==> src/rtl/sdram_init_pkg.sv <==
package sdram_init_pkg;
  typedef enum logic [2:0] {
    ST_WAIT, ST_PRE, ST_RFSH, ST_MRS, ST_EMRS, ST_DONE
  } state_e;

  typedef enum logic [2:0] {
    CMD_NOP, CMD_PRE, CMD_REF, CMD_MRS, CMD_EMRS
  } cmd_e;

  localparam logic [1:0] BA_STD = 2'b00;
  localparam logic [1:0] BA_EXT = 2'b10;
  localparam int         AP_BIT = 10;
endpackage

==> src/rtl/sdram_init_timer.sv <==
module sdram_init_timer #(
  parameter int          CNT_W   = 8,
  parameter logic [CNT_W-1:0] RST_VAL = '0
) (
  input  logic             clk_i,
  input  logic             rst_ni,
  input  logic             load_i,
  input  logic [CNT_W-1:0] load_val_i,
  output logic [CNT_W-1:0] cnt_o,
  output logic             zero_o
);
  logic [CNT_W-1:0] cnt_q;

  always_ff @(posedge clk_i or negedge rst_ni) begin
    if (!rst_ni)          cnt_q <= RST_VAL;
    else if (load_i)      cnt_q <= load_val_i;
    else if (cnt_q != '0) cnt_q <= cnt_q - 1'b1;
  end

  assign cnt_o  = cnt_q;
  assign zero_o = (cnt_q == '0);
endmodule

==> src/rtl/sdram_init_cmd_enc.sv <==
module sdram_init_cmd_enc
  import sdram_init_pkg::*;
#(
  parameter int ADDR_W = 13,
  parameter int BA_W   = 2
) (
  input  cmd_e              cmd_i,
  input  logic [ADDR_W-1:0] mode_word_i,
  input  logic [2:0]        pasr_i,
  input  logic [1:0]        drive_i,
  output logic              cs_no,
  output logic              ras_no,
  output logic              cas_no,
  output logic              we_no,
  output logic [BA_W-1:0]   ba_o,
  output logic [ADDR_W-1:0] addr_o
);
  logic [ADDR_W-1:0] ext_word;

  always_comb begin
    ext_word      = '0;
    ext_word[2:0] = pasr_i;
    ext_word[6:5] = drive_i;
  end

  always_comb begin
    {cs_no, ras_no, cas_no, we_no} = 4'b0111;
    ba_o   = '0;
    addr_o = '0;
    unique case (cmd_i)
      CMD_PRE: begin
        {cs_no, ras_no, cas_no, we_no} = 4'b0010;
        addr_o[AP_BIT] = 1'b1;
      end
      CMD_REF:  {cs_no, ras_no, cas_no, we_no} = 4'b0001;
      CMD_MRS: begin
        {cs_no, ras_no, cas_no, we_no} = 4'b0000;
        ba_o   = BA_W'(BA_STD);
        addr_o = mode_word_i;
      end
      CMD_EMRS: begin
        {cs_no, ras_no, cas_no, we_no} = 4'b0000;
        ba_o   = BA_W'(BA_EXT);
        addr_o = ext_word;
      end
      default: ;
    endcase
  end
endmodule

==> src/rtl/sdram_init_seq.sv <==
module sdram_init_seq
  import sdram_init_pkg::*;
#(
  parameter int ADDR_W        = 13,
  parameter int BA_W          = 2,
  parameter int WAIT_CYCLES   = 40000,
  parameter int REFRESH_COUNT = 2,
  parameter int T_RP          = 3,
  parameter int T_RC          = 9,
  parameter int T_MRD         = 2
) (
  input  logic              clk_i,
  input  logic              rst_ni,
  input  logic [ADDR_W-1:0] mode_word_i,
  input  logic [2:0]        pasr_i,
  input  logic [1:0]        drive_i,
  output logic              cke_o,
  output logic              cs_no,
  output logic              ras_no,
  output logic              cas_no,
  output logic              we_no,
  output logic [BA_W-1:0]   ba_o,
  output logic [ADDR_W-1:0] addr_o,
  output logic              done_o
);
  localparam int MAX_A  = (WAIT_CYCLES > T_RC) ? WAIT_CYCLES : T_RC;
  localparam int MAX_B  = (T_RP > T_MRD) ? T_RP : T_MRD;
  localparam int MAX_D  = (MAX_A > MAX_B) ? MAX_A : MAX_B;
  localparam int CNT_W  = $clog2(MAX_D + 1);
  localparam int REF_W  = $clog2(REFRESH_COUNT + 1);

  localparam logic [CNT_W-1:0] WAIT_M1 = CNT_W'(WAIT_CYCLES - 1);
  localparam logic [CNT_W-1:0] RP_M1   = CNT_W'(T_RP - 1);
  localparam logic [CNT_W-1:0] RC_M1   = CNT_W'(T_RC - 1);
  localparam logic [CNT_W-1:0] MRD_M1  = CNT_W'(T_MRD - 1);
  localparam logic [REF_W-1:0] REF_LAST = REF_W'(REFRESH_COUNT - 1);

  state_e           state_q, state_d;
  logic             load, zero, ref_inc, ref_clr;
  logic [CNT_W-1:0] load_val, cnt;
  logic [REF_W-1:0] ref_q;
  cmd_e             cmd;

  sdram_init_timer #(
    .CNT_W  (CNT_W),
    .RST_VAL(WAIT_M1)
  ) u_timer (
    .clk_i     (clk_i),
    .rst_ni    (rst_ni),
    .load_i    (load),
    .load_val_i(load_val),
    .cnt_o     (cnt),
    .zero_o    (zero)
  );

  always_ff @(posedge clk_i or negedge rst_ni) begin
    if (!rst_ni) begin
      state_q <= ST_WAIT;
      ref_q   <= '0;
    end else begin
      state_q <= state_d;
      if (ref_clr)      ref_q <= '0;
      else if (ref_inc) ref_q <= ref_q + 1'b1;
    end
  end

  // Each state runs until the timer reaches zero, then loads the next slot.
  always_comb begin
    state_d  = state_q;
    load     = 1'b0;
    load_val = '0;
    ref_inc  = 1'b0;
    ref_clr  = 1'b0;
    if (zero) begin
      unique case (state_q)
        ST_WAIT: begin
          state_d = ST_PRE;  load = 1'b1; load_val = RP_M1;
        end
        ST_PRE: begin
          state_d = ST_RFSH; load = 1'b1; load_val = RC_M1; ref_clr = 1'b1;
        end
        ST_RFSH: begin
          load = 1'b1;
          if (ref_q == REF_LAST) begin
            state_d = ST_MRS; load_val = MRD_M1;
          end else begin
            load_val = RC_M1; ref_inc = 1'b1;
          end
        end
        ST_MRS: begin
          state_d = ST_EMRS; load = 1'b1; load_val = MRD_M1;
        end
        ST_EMRS: state_d = ST_DONE;
        default: ;
      endcase
    end
  end

  // The command is issued in the first cycle of each slot.
  always_comb begin
    cmd = CMD_NOP;
    unique case (state_q)
      ST_PRE:  if (cnt == RP_M1)  cmd = CMD_PRE;
      ST_RFSH: if (cnt == RC_M1)  cmd = CMD_REF;
      ST_MRS:  if (cnt == MRD_M1) cmd = CMD_MRS;
      ST_EMRS: if (cnt == MRD_M1) cmd = CMD_EMRS;
      default: ;
    endcase
  end

  sdram_init_cmd_enc #(
    .ADDR_W(ADDR_W),
    .BA_W  (BA_W)
  ) u_enc (
    .cmd_i      (cmd),
    .mode_word_i(mode_word_i),
    .pasr_i     (pasr_i),
    .drive_i    (drive_i),
    .cs_no      (cs_no),
    .ras_no     (ras_no),
    .cas_no     (cas_no),
    .we_no      (we_no),
    .ba_o       (ba_o),
    .addr_o     (addr_o)
  );

  assign cke_o  = 1'b1;
  assign done_o = (state_q == ST_DONE);
endmodule

==> config.mk <==
export PLATFORM = sky130hd
export DESIGN_NAME = sdram_init_seq
export DESIGN_NICKNAME = d
export VERILOG_FILES = /design/src/rtl/sdram_init_pkg.sv /design/src/rtl/sdram_init_timer.sv /design/src/rtl/sdram_init_cmd_enc.sv /design/src/rtl/sdram_init_seq.sv
export SDC_FILE = /design/constraint.sdc
export NUM_CORES = 1
export LEC_CHECK = 0
export BUFFER_PORTS_ARGS = -buffer_cell sky130_fd_sc_hd__buf_2
export CORE_ASPECT_RATIO = 0.7
export CORE_MARGIN = 4
export CORE_UTILIZATION = 50
export CTS_CLUSTER_DIAMETER = 30
export DETAILED_ROUTE_END_ITERATION = 12
export PLACE_DENSITY = 0.73
export SLEW_MARGIN = 40
export SYNTH_ARGS = -nofsm -noshare
export SYNTH_HDL_FRONTEND = slang
export SYNTH_SLANG_ARGS = --single-unit
export TNS_END_PERCENT = 20
==> constraint.sdc <==
create_clock -name clk_i -period 2.47 [get_ports clk_i]
set_input_delay 0 -clock clk_i [delete_from_list [all_inputs] [get_ports clk_i]]
set_output_delay 0 -clock clk_i [all_outputs]
set_load 0.005 [all_outputs]
==> impl_metrics.py <==
metrics = {
    "status": {
        "status": "completed",
    },
    "sta": {
        "final.setup.tns_ps": 0,
        "slew_violations": 0,
        "period_minus_slack_ps": 2210,
        "period_share": 0.896,
        "hold_viol": 0,
        "fmax_mhz": 452,
        "tightest_slew_ps": 522,
        "final-setup-viol-count": 0,
        "relSlewSlack": 0.651,
        "finClkSkew_ps": 9.69,
        "rsz0062_at_grt": "no",
    },
    "power": {
        "peakVddDrop_mv": 0.169,
        "p_sw_frac": 0.212,
        "p_per_area_mw_per_mm2": 356,
        "share_comb_of_total_power": 0.038,
        "pwr-share-clk": 0.383,
        "p_int_uw": 469,
        "p_seq_frac": 0.579,
        "p_total_uw": 595,
        "p_leak_uw": 0.000855,
        "switching_power_uw": 126,
    },
    "die": {
        "die_h_um": 52.5,
        "ioPinCount": 41,
        "fp.dieW_um": 71.5,
        "core_sq_mm": 0.00257,
        "die-area_sq_mm": 0.00375,
        "start_util": 0.549,
        "rows": 15,
    },
    "synthesis": {
        "ys_seq_area_frac": 0.381,
        "ys_types": 43,
        "synth-edff-count": 0,
        "ys_ff_latch": 21,
        "synth_ff_type": "dfrtp_1",
        "async_flop_share": 1.00,
        "synth_area_sq_mm": 0.00141,
        "synth_cells": 150,
        "syn_avg_cell_area_sq_um": 9.41,
        "yosysWarnings": 0,
    },
    "worst_setup_path": {
        "crit_required_ps": 2470,
        "path_class": "flip-flop to primary output",
        "reg2reg_slack_ps": 280,
        "endpoint_kind": "primary output",
        "start_kind": "flip-flop",
        "crit_path_max_fanout": 7,
        "critPathArrivalTime_ps": 2210,
    },
    "cts": {
        "cts_tree": "built",
        "numCtsBuffers": 3,
        "clkTransAtPathRegs_ps": 80,
        "clockRootBuffer": "clkbuf_8",
        "insertion_delay_ps": 270,
        "cts_sinks": 21,
        "h-tree-depth": 1,
        "post_cts_buffers": 0,
        "cts_buffer_depth": 2,
    },
    "cells_and_area": {
        "final_common_cell": "buf_2",
        "mostFrequentLayoutCells": "buf_2, nor2_1, dfrtp_1",
        "fill_cells": 216,
        "antenna_cells": 0,
        "drive_above_1_share": 0.344,
        "area_delta_synth_final_pct": 18.4,
        "layout.nets": 212,
    },
    "place": {
        "dp_hpwl_mm": 2.79,
        "gp_congestion": 0.852,
        "numPortBuffers": 37,
    },
    "run": {
        "cap_violations": 0,
    },
    "global_route": {
        "grt_max_degree": 22,
        "grt_pass1_wl_mm": 5.96,
        "overflow": 0,
        "gr-usage-all-layers": 0.205,
        "grt_pass1_vias": 1243,
        "antenna_found_initial": 0,
    },
    "drt": {
        "ant_nets": 0,
        "routed_via_density": 5.55,
        "remaining_drc_errors": 0,
        "dr.pass1.iters": 5,
        "avgRoutedWirePerCell_um": 15.9,
        "vias": 1222,
        "wl_mm": 3.51,
        "drt_iter0_drc": 57,
    },
    "worst_hold_path": {
        "hp-class": "input pin to async pin",
    },
}
## state kept, by name (all words and copies together), names as in the netlist
name	cells
u_timer.cnt_o	16
state_q	3
ref_q	2
## final cells by class
type / instances / area [sq um] / area share
well taps: 34 / 42.5 / 0.0255
clock buffers: 3 / 41.3 / 0.0247
flip-flops and latches: 21 / 538 / 0.322
clock inverters: 1 / 5.00 / 0.00300
inverters: 4 / 15.0 / 0.00899
multi-input cells: 117 / 818 / 0.490
repair buffers: 40 / 210 / 0.126
## synthesized netlist by cell type, types with 3 or more instances
master     n  area [sq um]
nor2_1    20          75.1
dfrtp_1   11           275
dfstp_2   10           263
and2_1     8          50.1
nor3_1     7          35.0
a22oi_1    6          45.0
nand2_1    6          22.5
xor2_1     6          52.6
clkbuf_1   5          18.8
ha_1       5          62.6
nand3_1    5          25.0
inv_1      4          15.0
nand2b_1   4          25.0
nor4_1     4          25.0
a21oi_1    3          15.0
buf_4      3          22.5
mux2_2     3          33.8
mux2i_1    3          30.0
nor2b_1    3          18.8
## stage by stage
step | std cells | util | hold slack (ps) | instance area (sq um) | setup slack [ps]
CTS | 220 | 0.649 | 232 | 1670 | 179
detailed placement | 215 | 0.627 | -13.0 | 1610 | 324
global placement | 215 | 0.627 | -30.7 | 1610 | 476
global route | 220 | 0.650 | 273 | 1670 | 67.3
floorplan | 151 | - | -296 | 1420 | 580
finish | 220 | 0.650 | 217 | 1670 | 256
## metal layers
layer	share of wire	GRT usage	up-vias
met5	0	0	-
met4	0.0094	0.0531	0
li1	-	-	606
met2	0.48	0.328	26
met1	0.47	0.282	586
met3	0.040	0.0441	4
## logic make-up after synthesis
logic type | share of synthesized area
AOI/OAI and AO/OA | 0.102
xor gates and xnor gates | 0.0434
adders and majority gates | 0.0443
buffers and inverters | 0.0434
DFF | 0.381
muxes | 0.0665
other | 0.00532
and+or+nand+nor | 0.314
## worst max-delay path, stage by stage, from the launching register on
cell and delay [ps]:
dfstp_2 590, inv_1 90, ha_1 230, and4b_1 310, a22oi_1 270, nor3_1 70, nor4_1 230, buf_2 160
## repair_timing
item / in CTS / in global routing
setup endpoints to repair: 0 / 7
resized for setup: 0 / 1
hold endpoints to repair: 11 / 0
hold buffers: 1 / 0
## power groups by stage
stage	Combinational [uW]	Clock, uW	Sequential [uW]
2_1_floorplan	4.61	0	351
3_3_place_gp	20.8	0	351
3_5_place_dp	22.1	0	351
4_1_cts	23.3	234	344
5_1_grt	26.4	250	344
6_report	22.8	228	344
## final timing paths
| path | to | startpoint | cells past startpoint |
|---|---|---|---|
| max in group asynchronous | u_timer.cnt_o[3] | rst_ni | 2 |
| worst min register to register | u_timer.cnt_o[12] | u_timer.cnt_o[12] | 1 |
| worst max register to register | ref_q[0] | u_timer.cnt_o[0] | 6 |
| worst max-delay path | addr_o[10] | u_timer.cnt_o[1] | 7 |
| min in group clk_i | addr_o[7] | mode_word_i[7] | 3 |
| worst min-delay path | u_timer.cnt_o[8] | rst_ni | 2 |
(Power assumes the default switching activity.)
